===== src/rtl/etc_pkg.sv =====
package etc_pkg;
    localparam int CNT_W = 32;
    localparam int NUM_CNT = 2;

    typedef logic [CNT_W-1:0] cnt_t;

    typedef enum logic [0:0] {
        SEL_ON = 1'b0,
        SEL_SS = 1'b1
    } cnt_sel_e;

    typedef struct packed {
        logic load;
        logic clear;
        logic count;
        cnt_t data;
    } cnt_ctl_t;

    function automatic cnt_t cnt_next(input cnt_t cur, input cnt_ctl_t c);
        if (c.clear) return '0;
        if (c.load) return c.data;
        if (c.count) return cur + cnt_t'(1);
        return cur;
    endfunction
endpackage


===== src/rtl/etc_counter.sv =====
module etc_counter
    import etc_pkg::*;
(
    input  logic     clk_i,
    input  logic     rst_i,
    input  cnt_ctl_t ctl_i,
    output cnt_t     val_o
);
    cnt_t val_q;
    always_ff @(posedge clk_i) begin
        if (rst_i) val_q <= '0;
        else       val_q <= cnt_next(val_q, ctl_i);
    end
    assign val_o = val_q;
endmodule


===== src/rtl/etc_clear_arm.sv =====
module etc_clear_arm
    import etc_pkg::*;
#(
    parameter int N = NUM_CNT
) (
    input  logic         clk_i,
    input  logic         rst_i,
    input  logic [N-1:0] req_i,
    input  logic         end_i,
    output logic [N-1:0] fire_o,
    output logic [N-1:0] armed_o
);
    logic [N-1:0] armed_q;
    always_ff @(posedge clk_i) begin
        if (rst_i)      armed_q <= '0;
        else if (end_i) armed_q <= '0;
        else            armed_q <= armed_q | req_i;
    end
    assign fire_o  = end_i ? (armed_q | req_i) : '0;
    assign armed_o = armed_q;
endmodule


===== src/rtl/etc_dual_core.sv =====
module etc_dual_core
    import etc_pkg::*;
(
    input  logic        clk_i,
    input  logic        rst_i,
    input  logic        tick_i,
    input  logic        supply_ok_i,
    input  logic        sel_i,
    input  logic        cap_i,
    input  logic        load_i,
    input  logic [31:0] load_data_i,
    input  logic        clr_on_i,
    input  logic        clr_ss_i,
    input  logic        xfer_end_i,
    output logic [31:0] cnt_on_o,
    output logic [31:0] cnt_ss_o,
    output logic [31:0] snap_o
);
    logic [NUM_CNT-1:0] clr_fire, clr_armed;
    logic [NUM_CNT-1:0] cnt_en;
    cnt_t               vals [NUM_CNT];
    cnt_t               snap_q;

    etc_clear_arm #(.N(NUM_CNT)) u_arm (
        .clk_i   (clk_i),
        .rst_i   (rst_i),
        .req_i   ({clr_ss_i, clr_on_i}),
        .end_i   (xfer_end_i),
        .fire_o  (clr_fire),
        .armed_o (clr_armed)
    );

    assign cnt_en[SEL_ON] = tick_i;
    assign cnt_en[SEL_SS] = tick_i & supply_ok_i;

    for (genvar g = 0; g < NUM_CNT; g++) begin : g_cnt
        cnt_ctl_t ctl;
        always_comb begin
            ctl.clear = clr_fire[g];
            ctl.load  = load_i && (int'(sel_i) == g);
            ctl.count = cnt_en[g];
            ctl.data  = load_data_i;
        end
        etc_counter u_cnt (
            .clk_i (clk_i),
            .rst_i (rst_i),
            .ctl_i (ctl),
            .val_o (vals[g])
        );
    end

    always_ff @(posedge clk_i) begin
        if (rst_i)      snap_q <= '0;
        else if (cap_i) snap_q <= vals[sel_i];
    end

    assign cnt_on_o = vals[SEL_ON];
    assign cnt_ss_o = vals[SEL_SS];
    assign snap_o   = snap_q;
endmodule



===== config.mk =====
export PLATFORM = sky130hd
export DESIGN_NAME = etc_dual_core
export DESIGN_NICKNAME = d
export VERILOG_FILES = /design/src/rtl/etc_pkg.sv /design/src/rtl/etc_counter.sv /design/src/rtl/etc_clear_arm.sv /design/src/rtl/etc_dual_core.sv
export SDC_FILE = /design/constraint.sdc
export NUM_CORES = 1
export LEC_CHECK = 0
export ABC_AREA = 1
export BUFFER_PORTS_ARGS = -buffer_cell sky130_fd_sc_hd__buf_2
export CELL_PAD_IN_SITES_DETAIL_PLACEMENT = 0
export CELL_PAD_IN_SITES_GLOBAL_PLACEMENT = 2
export CORE_ASPECT_RATIO = 0.6
export CORE_MARGIN = 3
export CORE_UTILIZATION = 25
export DETAILED_ROUTE_END_ITERATION = 10
export PLACE_DENSITY = 0.74
export SYNTH_ARGS = -nofsm -noshare
export SYNTH_HDL_FRONTEND = slang
export SYNTH_SLANG_ARGS = --single-unit

===== constraint.sdc =====
create_clock -name clk_i -period 1.7 [get_ports clk_i]
set_clock_uncertainty 0.2 [all_clocks]
set_input_delay 0.17 -clock clk_i [delete_from_list [all_inputs] [get_ports clk_i]]
set_output_delay 0.17 -clock clk_i [all_outputs]
set_load 0.05 [all_outputs]

### Yosys cells after proc, flatten, opt, wreduce, memory -nomap -nowiden

Cells that the tools add are included.

| cells by class | value |
|---|---|
| $add $sub $neg | 2 |
| magnitude comparators | 1 |
| mux-type cells | 34 |
| bitwise gates (word level) | 4 |
| reductions and logical operators | 5 |

Operators by type and width:

| cell | count |
|---|---|
| 2-to-1 mux 32 bit | 15 |
| adder 32 x 1 -> 32 bit (second input constant) | 2 |
| 2-to-1 mux 1 bit | 18 |
| nonzero test 3 bit | 2 |
| greater-or-equal comparator 2 bit (second input constant) | 1 |
| logical AND 1 bit | 2 |
| 2-to-1 mux 2 bit | 1 |
| inverter 1 -> 2 bit | 1 |
| OR 2 bit | 1 |
| OR reduction 2 bit | 1 |
| AND 1 bit | 1 |
| inverter 1 bit | 1 |

| storage, ports and cells | value |
|---|---|
| bits in registers | 98 |
| bits of input ports | 42 |
| output and inout port bits | 96 |

### Depth between registers and ports, before layout

| logic depth | value |
|---|---|
| depth in word-level cells | 12 |
| depth in mapped cells | 12 |
| mapped depth without buffers | 12 |

### Modules after synthesis

From an unflattened synthesis, not the netlist that was laid out.

| second synthesis, totals | value |
|---|---|
| cells, all modules | 1143 |
| area total of the unflattened synthesis | 6871.6 um^2 |

Modules (own cells, without submodules):

| module | instances | cells an instance | area each (um^2) | seq. area each (um^2) |
|---|---|---|---|---|
| etc_counter | 2 | 426 | 2481.1 | 640.6 |
| etc_dual_core | 1 | 280 | 1833.0 | 640.6 |
| etc_clear_arm | 1 | 11 | 76.3 | 40.0 |

### Worst setup path before layout

Ideal clock, no wire load.

| path | value |
|---|---|
| path type | reg2reg |
| start point | reg g_cnt[0].u_cnt.val_q[0] |
| end point | reg g_cnt[0].u_cnt.val_q[30] |
| arrival time | 1819 ps |
| required time | 1366 ps |
| path slack | -453 ps |
| cell stages (with the launch flop) | 13 |
| buffers on the path | 0 |
| cells stage by stage | dfxtp_1 -> ha_1 -> nand2_1 -> nor2_2 -> nand2_1 -> nor2_2 -> nand2_1 -> nand2_1 -> nand2_1 -> nand2_1 -> nand2_1 -> nand2_1 -> a21oi_1 |

| between the ends | value |
|---|---|
| word-level cells in the longest chain between the ends | 5 |

RTL lines:

| item | line | source |
|---|---|---|
| start: declaration | etc_counter.sv:9 | `cnt_t val_q;` |
| start signal: assignment | etc_counter.sv:12 | `else val_q <= cnt_next(val_q, ctl_i);` |
| adder 32 x 1 -> 32 bit | etc_pkg.sv:22 | `if (c.count) return cur + cnt_t'(1);` |
| 2-to-1 mux 32 bit | etc_pkg.sv:22 |  |
| 2-to-1 mux 32 bit | etc_pkg.sv:23 | `return cur;` |
| 2-to-1 mux 32 bit | etc_pkg.sv:22 |  |
| 2-to-1 mux 32 bit | etc_pkg.sv:21 | `if (c.load) return c.data;` |

No other way between the ends. The select of a mux whose other input is x is not followed.
A chain may end at the register's enable or synchronous reset.

### Worst setup path after layout

| path | value |
|---|---|
| start point | reg g_cnt[1].u_cnt.val_q[2] |
| end point | reg g_cnt[1].u_cnt.val_q[12] |

| between the ends | value |
|---|---|
| word-level cells in the longest chain between the ends | 5 |

RTL lines:

| item | line |
|---|---|
| start: declaration | etc_counter.sv:9 |
| start signal: assignment | etc_counter.sv:12 |
| adder 32 x 1 -> 32 bit | etc_pkg.sv:22 |
| 2-to-1 mux 32 bit | etc_pkg.sv:22 |
| 2-to-1 mux 32 bit | etc_pkg.sv:23 |
| 2-to-1 mux 32 bit | etc_pkg.sv:22 |
| 2-to-1 mux 32 bit | etc_pkg.sv:21 |

No other way between the ends. The select of a mux whose other input is x is not followed.

==> summary.md <==
| Metric | Value |
|---|---|
| Drt first-iter violations | 660 |
| Nets in the synthesized netlist | ~1,100 |
| Global-route wire length before repair | ~47 mm |
| Violated checks | negative setup slack |
| Post-synth EDFFs | 0 |
| Maximum resistive drop on vdd | ~0.53 mV |
| Die ar. | between 20,000 and 30,000 sq um |
| Quantity of I/O buffers inserted on ports | about 140 |
| Cells traversed along the worst timing path | buf_4, nand2_2, nor2_4, nand2_4, nor2_4, buf_6, xnor2_2, a21o_1, a21oi_2 |
| Clock tree from TritonCTS | done |
| Hold path startpoint | load_data_i[1] |
| TritonCTS buffer count | 9 |
| Transition time at the pin with the least slew margin | between 400 and 500 ps |
| Ports placed on the boundary | approximately 140 |
| Clock Tree Root | sky130_fd_sc_hd__clkbuf_16 |
| Worst setup startpoint | g_cnt[1].u_cnt.val_o[2]$_SDFFE_PP0P_ |
| Critical path arrival | about 1800 ps |
| Final core utilization | 40.5% |
| Number of standard cells in the final layout excluding fillers | ~1,700 |
| Placer congestion estimate | 0.868 |
| Crit path max fanout | 4 |
| Leakage power total | 4.50 nW |
| Most used standard cell by instance count after synthesis | sky130_fd_sc_hd__nand2_1 |
| Vias in the first global route | roughly 7,500 |
| Starting density of the core | approximately a quarter |
| Critical path class | flop to flop |
| Grt ovf | 0 |
| Outcome | complete, but fails checks |
| Final ANT Viol Nets | 0 |
| Diodes inserted | 0 |
| Cell type of the slowest stage on the worst timing path | sky130_fd_sc_hd__dfxtp_4 |
| Total area of multi-input combinational cells | 4390 sq um |
| Total cell area at the placement stage | 8720 sq um |
| Total number of placement rows | 44 |
| Worst path max stage delay | 370 ps |
| Synth-to-Final Area Change | 56.0% |
| Most common library cells after synthesis | sky130_fd_sc_hd__nand2_1 (402), sky130_fd_sc_hd__nor2_1 (118), sky130_fd_sc_hd__dfxtp_1 (98) |
| Data required time of the critical path | approximately 1700 ps |
| Post-layout min period | roughly 1800 ps |
| Longest Clk Path Bufs | 2 |
| Critical Path Source Type | flop |
| Worst Slack Setup Final | -75.1 ps |
| Number of clock sinks seen by CTS | between 90 and 100 |
| Length of the first detailed-routing pass in iterations | 5 |
| Library cell appearing most often on the critical path | sky130_fd_sc_hd__nor2_4 |
| Highest Clock Rate | between 0.5 and 0.6 GHz |
| R2R Path Start | g_cnt[1].u_cnt.val_o[2]$_SDFFE_PP0P_ |
| Number of instances in the placed design | ~1,600 |
| Total Wirelength | 31.7 mm |
| Final number of max-transition violations | 0 |
| Horiz. Die Dim | 213 microns |
| Fin nets | between 1,000 and 1,500 |
| Min-delay worst type | primary input to flop |
| Ranking of synthesized cells by area | sky130_fd_sc_hd__dfxtp_1 (31%), sky130_fd_sc_hd__nand2_1 (24%), sky130_fd_sc_hd__nor2_1 (6.9%) |
| All-layer global routing usage | between 20% and 30% |
| Max H-tree Level | 3 |
| Pin count of the biggest net entering global routing | 65 |
| Sum of net half-perimeters after detailed placement | around 24 mm |
| Fraction of the yosys area taken by sequential cells | slightly above 30% |
| Clk slew on worst S/H paths | about 80 ps |
| Count of maximum capacitance violations | 0 |
| RSZ-0062 raised after global routing | true |
| Post-synthesis sequential element count | 98 |
| Floorplan core area | around 25,000 sq um |
| Final hold vios | 0 |
| Share of the clock period used by the worst path | 104% |
| Storage element area | ~2100 sq um |
| Clk Latency, worst-skew pair | around 380 ps |
| Die height | 130 microns |
| Worst slew margin | a little over two thirds |
| Initial antenna violation count | 2 |
| Total negative setup slack | -618 ps |
| Final cell area excluding filler cells | between 9000 and 10,000 sq um |
| Final setup violation count | 17 |
| Fraction of synthesis flops using an asynchronous set or reset pin | 0% |
| Wire length per cell | roughly 19 microns |
| PwrDens | 632 nW/um^2 |
| Count of distinct cell types in the synthesized netlist | 32 |
| Count of unresolved DRC violations after routing | 0 |
| Largest area contributor in the netlist | sky130_fd_sc_hd__dfxtp_1 |
| Vias per std cell | about 4.8 |
| Share of the synthesized area in the top cell type | between 30% and 40% |
| Top FF cell, synth | sky130_fd_sc_hd__dfxtp_1 |
| Gate count of the mapped netlist | between 1,000 and 1,500 |
| Share of final-layout standard cells stronger than drive strength 1 | around 38% |
| Filler cell count | about 2,600 |
| Average instance area after synthesis | slightly below 6 sq um |
| Mapped Area | between 6000 and 7000 sq um |
| Yosys warning count | 0 |
| Capturing element type of the critical path | flop |
| Via count | 8,124 |
[stage by stage]
step	hold WS [ps]	total power, W	setup WS, ps
6_report	8.49	0.00632	-75.1
5_1_grt	35.2	0.00657	-176
4_1_cts	2.70	0.00635	-38.9
3_5_place_dp	247	0.00398	-129
3_3_place_gp	240	0.00399	-171
2_1_floorplan	117	0.00337	-23.6
[area by class of cell]
| cell class | instances | area share, % |
|---|---|---|
| clock buffers | 11 | 2.54 |
| inverters | 103 | 3.94 |
| flip-flops and latches | 98 | 21.1 |
| multi-input cells | 830 | 43.9 |
| clock inverters | 5 | 0.626 |
| well taps | 322 | 4.03 |
| repair buffers | 329 | 23.9 |
[flip-flops by register name (all words and copies together) (netlist names)]
signal	cells
g_cnt.u_cnt.val_o	64
snap_o	32
u_arm.armed_o	2
[path summary, 6_finish.rpt]
check,end,slack (ps),cells after the start
max,g_cnt[1].u_cnt.val_o[12]$_SDFFE_PP0P_,-80,9
min,g_cnt[0].u_cnt.val_o[1]$_SDFFE_PP0P_,8,5
max reg2reg,g_cnt[1].u_cnt.val_o[12]$_SDFFE_PP0P_,-80,9
min reg2reg,snap_o[4]$_SDFFE_PP0P_,280,2
[cell families (layout without fill, tap and decap cells)]
family                     count (synthesis)  count (layout)  share of synthesized area [%]
xor gates and xnor gates                   9               9                           1.23
DFF                                       98              98                           30.6
adders and majority gates                  2               2                          0.390
buffers and inverters                    150             448                           9.12
AOI/OAI and AO/OA                        185             185                           17.4
and+or+nand+nor                          634             634                           41.3
[cell usage in the layout (no fill, tap or decap), types with 20 or more instances in the layout]
master and instances:
sky130_fd_sc_hd__a21oi_1 69, sky130_fd_sc_hd__buf_2 137, sky130_fd_sc_hd__buf_4 144, sky130_fd_sc_hd__dfxtp_1 39, sky130_fd_sc_hd__dfxtp_2 31, sky130_fd_sc_hd__dfxtp_4 28
sky130_fd_sc_hd__dlygate4sd3_1 27, sky130_fd_sc_hd__inv_1 89, sky130_fd_sc_hd__nand2_1 378, sky130_fd_sc_hd__nand2_2 20, sky130_fd_sc_hd__nand3_1 60, sky130_fd_sc_hd__nor2_1 76
sky130_fd_sc_hd__nor2_2 27, sky130_fd_sc_hd__nor2_4 32, sky130_fd_sc_hd__o211ai_1 52, sky130_fd_sc_hd__o21ai_1 24
[what timing repair did]
| item | CTS | global route |
|---|---|---|
| gates resized for setup | 36 | 126 |
| buffers inserted | 3 | 13 |
| hold buffers | 27 | 0 |
| pin swaps | 13 | 55 |
| endpoints found under the setup margin | 38 | 61 |
| endpoints found under the hold margin | 32 | 0 |
| gates cloned | 0 | 0 |
[worst max-delay path: cells and delay by family (launching register included)]
family	cells	cell delay [ps]
xor+xnor	1	90
flops	1	370
compound gates	2	180
buf+inv	2	250
simple gates	4	550
[metal layers]
layer | vias to the layer above | GRT usage, % | wire length (microns) | part of all wire [%]
met5 | - | 0 | 14 | 0.044
met4 | 4 | 4.42 | 342 | 1.1
met3 | 24 | 4.90 | 2230 | 7.0
met2 | 269 | 31.7 | 12500 | 39
met1 | 3772 | 35.3 | 16600 | 52
li1 | 4055 | - | - | -
[power breakdown]
group          internal [W]  switching, W
clock network       0.00124       0.00107
registers           0.00238      0.000113
logic              0.000500       0.00101
total               0.00412       0.00220
Note: power is estimated with default switching activity, not from simulation.
